## src/rtl/iq_in_pkg.sv

```systemverilog
package iq_in_pkg;
  typedef enum logic {
    ENTRY_PAR = 1'b0,
    ENTRY_SER = 1'b1
  } entry_mode_e;

  localparam int NUM_LANES = 2;
  localparam int LANE_I = 0;
  localparam int LANE_Q = 1;
endpackage

```

## src/rtl/iq_fmt_conv.sv

```systemverilog
module iq_fmt_conv #(
  parameter int SAMPLE_W = 10
) (
  input  logic                fmt_offset,
  input  logic [SAMPLE_W-1:0] din,
  output logic [SAMPLE_W-1:0] dout
);
  // offset binary differs from two's complement only in the sign bit
  always_comb begin
    dout = din;
    dout[SAMPLE_W-1] = din[SAMPLE_W-1] ^ fmt_offset;
  end
endmodule

```

## src/rtl/iq_ser_frame.sv

```systemverilog
module iq_ser_frame #(
  parameter int SAMPLE_W = 10
) (
  input  logic clk,
  input  logic rst_n,
  input  logic strobe,
  input  logic sync,
  output logic shift_en,
  output logic xfer
);
  localparam int CNT_W = $clog2(SAMPLE_W + 1);
  localparam logic [CNT_W-1:0] FULL = CNT_W'(SAMPLE_W);

  logic [CNT_W-1:0] bits_left;

  assign xfer     = strobe && sync;
  assign shift_en = strobe && !sync && (bits_left != '0);

  always_ff @(posedge clk) begin
    if (!rst_n) begin
      bits_left <= '0;
    end else if (xfer) begin
      bits_left <= FULL;
    end else if (shift_en) begin
      bits_left <= bits_left - 1'b1;
    end
  end

  // a sync strobe re-arms a full word of shifting
  a_r6_rearm: assert property (@(posedge clk) disable iff (!rst_n)
    (strobe && sync) |=> (bits_left == FULL));

  // with no bits left, a plain strobe takes nothing
  a_r5_no_extra_shift: assert property (@(posedge clk) disable iff (!rst_n)
    (bits_left == '0 && !sync) |-> !shift_en);
endmodule

```

## src/rtl/iq_ser_lane.sv

```systemverilog
module iq_ser_lane #(
  parameter int SAMPLE_W = 10
) (
  input  logic                clk,
  input  logic                rst_n,
  input  logic                shift_en,
  input  logic                bit_in,
  output logic [SAMPLE_W-1:0] word
);
  always_ff @(posedge clk) begin
    if (!rst_n) begin
      word <= '0;
    end else if (shift_en) begin
      word <= {word[SAMPLE_W-2:0], bit_in};
    end
  end

  // MSB first, so each new bit enters at the bottom and older bits move up
  a_r4_msb_first: assert property (@(posedge clk) disable iff (!rst_n)
    shift_en |=> (word[0] == $past(bit_in)) &&
                 (word[SAMPLE_W-1:1] == $past(word[SAMPLE_W-2:0])));

  // the lane is frozen whenever no shift is granted
  a_r5_freeze: assert property (@(posedge clk) disable iff (!rst_n)
    !shift_en |=> $stable(word));
endmodule

```

## src/rtl/iq_input_ctrl.sv

```systemverilog
module iq_input_ctrl
  import iq_in_pkg::*;
#(
  parameter int SAMPLE_W = 10
) (
  input  logic                clk,
  input  logic                rst_n,
  input  logic                mode_serial,
  input  logic                fmt_offset,
  input  logic                par_en_n,
  input  logic [SAMPLE_W-1:0] par_i,
  input  logic [SAMPLE_W-1:0] par_q,
  input  logic                ser_bit_en,
  input  logic                ser_sync,
  input  logic                ser_i,
  input  logic                ser_q,
  output logic                out_valid,
  input  logic                out_ready,
  output logic [SAMPLE_W-1:0] out_i,
  output logic [SAMPLE_W-1:0] out_q
);
  entry_mode_e mode;
  logic ser_act, shift_en, ser_xfer, par_cap, capture;
  logic [NUM_LANES-1:0]               ser_bits;
  logic [NUM_LANES-1:0][SAMPLE_W-1:0] lane_word;
  logic [NUM_LANES-1:0][SAMPLE_W-1:0] par_word;
  logic [NUM_LANES-1:0][SAMPLE_W-1:0] raw_word;
  logic [NUM_LANES-1:0][SAMPLE_W-1:0] conv_word;

  assign mode     = entry_mode_e'(mode_serial);
  assign ser_act  = (mode == ENTRY_SER) && ser_bit_en;
  assign par_cap  = (mode == ENTRY_PAR) && !par_en_n;
  assign ser_bits = {ser_q, ser_i};
  assign par_word = {par_q, par_i};

  iq_ser_frame #(.SAMPLE_W(SAMPLE_W)) u_frame (
    .clk      (clk),
    .rst_n    (rst_n),
    .strobe   (ser_act),
    .sync     (ser_sync),
    .shift_en (shift_en),
    .xfer     (ser_xfer)
  );

  for (genvar g = 0; g < NUM_LANES; g++) begin : g_lane
    iq_ser_lane #(.SAMPLE_W(SAMPLE_W)) u_lane (
      .clk      (clk),
      .rst_n    (rst_n),
      .shift_en (shift_en),
      .bit_in   (ser_bits[g]),
      .word     (lane_word[g])
    );

    assign raw_word[g] = (mode == ENTRY_SER) ? lane_word[g] : par_word[g];

    iq_fmt_conv #(.SAMPLE_W(SAMPLE_W)) u_conv (
      .fmt_offset (fmt_offset),
      .din        (raw_word[g]),
      .dout       (conv_word[g])
    );
  end

  assign capture = par_cap || ser_xfer;

  always_ff @(posedge clk) begin
    if (!rst_n) begin
      out_valid <= 1'b0;
      out_i     <= '0;
      out_q     <= '0;
    end else if (capture) begin
      out_valid <= 1'b1;
      out_i     <= conv_word[LANE_I];
      out_q     <= conv_word[LANE_Q];
    end else if (out_ready) begin
      out_valid <= 1'b0;
    end
  end

  // parallel two's-complement capture shows the bus words next cycle
  a_r2_par_capture: assert property (@(posedge clk) disable iff (!rst_n)
    (!mode_serial && !par_en_n && !fmt_offset) |=>
      out_valid && (out_i == $past(par_i)) && (out_q == $past(par_q)));

  // a stalled pair is held until accepted or replaced
  a_r9_stall_hold: assert property (@(posedge clk) disable iff (!rst_n)
    (out_valid && !out_ready && !capture) |=>
      out_valid && $stable(out_i) && $stable(out_q));

  // accepted with nothing new means valid drops
  a_r9_accept_drop: assert property (@(posedge clk) disable iff (!rst_n)
    (out_ready && !capture) |=> !out_valid);

  // without a strobe in serial mode nothing is handed over
  a_r10_no_strobe: assert property (@(posedge clk) disable iff (!rst_n)
    (mode_serial && !ser_bit_en && !out_valid) |=> !out_valid);
endmodule

```

## config.mk

```make
export PLATFORM = sky130hd
export DESIGN_NAME = iq_input_ctrl
export DESIGN_NICKNAME = d
export VERILOG_FILES = /design/src/rtl/iq_in_pkg.sv /design/src/rtl/iq_fmt_conv.sv /design/src/rtl/iq_ser_frame.sv /design/src/rtl/iq_ser_lane.sv /design/src/rtl/iq_input_ctrl.sv
export SDC_FILE = /design/constraint.sdc
export NUM_CORES = 1
export LEC_CHECK = 0
export ABC_AREA = 1
export ABC_CLOCK_PERIOD_IN_PS = 1500
export BUFFER_PORTS_ARGS = -buffer_cell sky130_fd_sc_hd__buf_2
export CELL_PAD_IN_SITES_DETAIL_PLACEMENT = 0
export CELL_PAD_IN_SITES_GLOBAL_PLACEMENT = 1
export CORE_UTILIZATION = 34
export DETAILED_ROUTE_END_ITERATION = 8
export PLACE_DENSITY = 0.85
export SYNTH_ARGS = -nofsm -noshare
export SYNTH_HDL_FRONTEND = slang
export SYNTH_SLANG_ARGS = --single-unit
```

## constraint.sdc

```tcl
create_clock -name clk -period 1.5 [get_ports clk]
set_clock_uncertainty 0.2 [all_clocks]
set_input_delay 0 -clock clk [delete_from_list [all_inputs] [get_ports clk]]
set_output_delay 0 -clock clk [all_outputs]
set_load 0.005 [all_outputs]
```

==> results.py <==
metrics = {
    "run_status": {
        "run_status": "complete, but fails checks",
        "violations": "negative hold slack",
    },
    "logic_synthesis": {
        "ys_ff_latch": 45,
        "syn_avg_cell_area_um2": 8.55,
        "synth_nets": 262,
        "synthMostInstantiatedCell": "dfxtp_1",
        "synth.top_cell.area_share": 0.456,
        "synth.area.top_cells": "dfxtp_1 (46%), mux2i_1 (9.1%), a21oi_2 (8.0%), nor2_1 (7.8%), o21ai_0 (6.6%)",
        "synthTopCellsByCount": "dfxtp_1 (45), nor2_1 (41), o21ai_0 (26)",
        "synth-seq-area-share": 0.456,
        "synthArstFlopShare": 0,
        "synthesis.instances": 231,
        "yosys_warnings": 0,
        "synthDistinctLibCells": 26,
        "netlist_area_um2": 1970,
        "synth-edff-count": 0,
        "synth_area_leader_cell": "dfxtp_1",
        "ys.flop_type": "dfxtp_1",
    },
    "route": {
        "drc_errors": 0,
        "antenna_left": 0,
        "drtIter0Drc": 64,
        "via_per_inst": 4.74,
        "first_pass_iters": 4,
        "num_vias": 1840,
        "drt_wl_total_mm": 4.74,
        "wl_per_cell_um": 12.2,
    },
    "clock_network": {
        "cts_tree": "yes",
        "htreeDepth": 2,
        "root_buffer": "clkbuf_8",
        "cts_buffers": 5,
        "clkSlewWorstSetupHoldPaths_ps": 90,
        "clk_latency_ps": 290,
        "clock-sinks": 45,
        "ctsLongestPathBuffers": 2,
    },
    "power": {
        "power_switching_mw": 0.679,
        "p_int_mw": 2.02,
        "pwr-share-comb": 0.178,
        "p_leak_nw": 1.25,
        "pwr-share-seq": 0.485,
        "power_density_nw_per_um2": 964,
        "pwr-share-clk": 0.338,
        "swShare": 0.252,
        "peakVddDrop_v": 0.000489,
    },
    "setup_path": {
        "cp-end-kind": "flip-flop",
        "worst-endpoint-required_ps": 1490,
        "critPathKind": "flip-flop to flip-flop",
        "crit_path_start_kind": "flip-flop",
        "critPathArrivalTime_ps": 1460,
        "crit_fanout": 3,
    },
    "place": {
        "placed_area_um2": 2310,
        "dp_hpwl_mm": 2.83,
        "dp_slack_ps": 5.44,
        "io_buffers": 50,
        "place_congestion": 0.819,
    },
    "layout": {
        "drive_gt1_frac": 0.313,
        "utilization": 0.505,
        "design_area_um2": 2800,
        "nets": 346,
        "insertedDiodeCount": 0,
        "area_growth_pct": 41.6,
    },
    "timing": {
        "slew_violations": 0,
        "fin_crit_ps": 1470,
        "period_share": 0.979,
        "setup_viol": 0,
        "fin_ws_ps": 31.9,
        "hold_ws_ps": -20.1,
        "timing.fmax_mhz": 681,
        "rsz0062_at_grt": "yes",
        "hold_violations": 2,
        "relSlewSlack": 0.794,
        "worst_pin_slew_ps": 309,
    },
    "run": {
        "drv_cap": 0,
    },
    "floorplan": {
        "rows": 27,
        "start_util": 0.356,
        "core_area_um2": 5540,
        "die_x_um": 78.2,
        "fp.dieH_um": 78.2,
        "die_area_um2": 6120,
        "ioPinCount": 51,
    },
    "global_routing": {
        "grt_pass1_wl_mm": 7.59,
        "grt.total_usage": 0.157,
        "grt_max_degree": 40,
        "grt_pass1_vias": 1706,
        "antenna_found_initial": 0,
        "grt-ovfl-total": 0,
    },
    "hold_path": {
        "hold_class": "primary input to flip-flop",
    },
}
[power groups by stage]
stage / Sequential, mW / Combinational, mW / Clock, mW
floorplan: 1.33 / 0.252 / 0
detailed placement: 1.33 / 0.385 / 0
global route: 1.32 / 0.533 / 0.983
finish: 1.31 / 0.479 / 0.911
CTS: 1.31 / 0.459 / 0.946
global placement: 1.33 / 0.378 / 0
[critical path, cell delays in order (launching register included)]
cell and delay [ps]:
dfxtp_1 340, mux2i_1 200, a21oi_2 80, dlygate4sd3_1 550
[kinds of logic (layout without fill, tap and decap cells)]
| family | Yosys count | count (layout) | share of synthesized area |
|---|---|---|---|
| compound gates | 67 | 67 | 0.207 |
| fa+ha+maj | 1 | 1 | 0.00634 |
| buf+inv | 30 | 115 | 0.0862 |
| flops | 45 | 45 | 0.456 |
| mux | 18 | 18 | 0.0913 |
| simple gates | 70 | 70 | 0.153 |
[registers in the layout, indices dropped and copies added (netlist names)]
name,count
g_lane.u_lane.word,20
out_valid,1
out_i,10
u_frame.bits_left,4
out_q,10
[area by class of cell]
type | instances | area, um^2
fill | 562 | 2740
clock buffer | 6 | 72.6
multi-input combinational | 156 | 918
clock inverter | 2 | 38.8
tap | 72 | 90.1
timing repair buffer | 92 | 716
sequential | 45 | 902
inverter | 15 | 58.8
[cell usage in the layout (no fill, tap or decap)]
cell type | netlist | layout
nand3_1 | 9 | 9
nor2_1 | 41 | 41
buf_2 | 3 | 50
or2_2 | 2 | 2
o21ai_2 | 0 | 1
buf_12 | 0 | 4
clkbuf_8 | 0 | 5
o21ai_0 | 26 | 10
clkinv_4 | 0 | 1
inv_1 | 14 | 14
or2_4 | 1 | 1
dfxtp_2 | 0 | 1
bufinv_16 | 0 | 1
o21ai_1 | 18 | 33
buf_4 | 1 | 5
nand2_4 | 1 | 2
a21oi_2 | 18 | 18
dlygate4sd3_1 | 0 | 30
a21oi_1 | 3 | 3
clkbuf_1 | 3 | 1
buf_6 | 5 | 2
clkbuf_16 | 0 | 1
mux2i_2 | 0 | 1
dfxtp_1 | 45 | 44
nand2_1 | 13 | 12
nand2_2 | 1 | 1
nand3_2 | 1 | 1
nor2_2 | 1 | 1
o211ai_1 | 2 | 2
ha_1 | 1 | 1
mux2i_1 | 18 | 17
inv_4 | 0 | 1
[routing by layer]
metal  global-route usage  wire length (um)  up-vias
li1                     -                 -      941
met1                0.176              2020      854
met2                0.287              2460       35
met3               0.0349               169       10
met4               0.0630                87        0
met5                    0                 0        -
[worst paths after layout]
path	start	cells past startpoint	slack, ps	endpoint
max reg2reg	g_lane[0].u_lane.word[1]$_SDFFE_PN0P_	3	30	out_i[1]$_SDFFE_PN0P_
min	ser_sync	6	-20	u_frame.bits_left[2]$_SDFFE_PP0P_
max	g_lane[0].u_lane.word[1]$_SDFFE_PN0P_	3	30	out_i[1]$_SDFFE_PN0P_
min reg2reg	g_lane[1].u_lane.word[9]$_SDFFE_PN0P_	2	260	g_lane[1].u_lane.word[9]$_SDFFE_PN0P_
[through the flow]
step	power (mW)	hold WS [ps]	cells	setup TNS, ps
final	2.70	-20.1	388	0
after global routing	2.83	6.68	388	-29.3
after CTS	2.71	3.34	388	0
after detailed placement	1.72	55.6	348	0
after global placement	1.71	56.9	348	0
after floorplan	1.58	-41.2	231	0
[what timing repair did]
action,CTS,global route
setup endpoints to repair,0,24
hold buffers,32,1
resized for setup,0,24
buffers inserted,0,0
endpoints found under the hold margin,45,2
No activity file was read; power rests on OpenSTA's default activity.
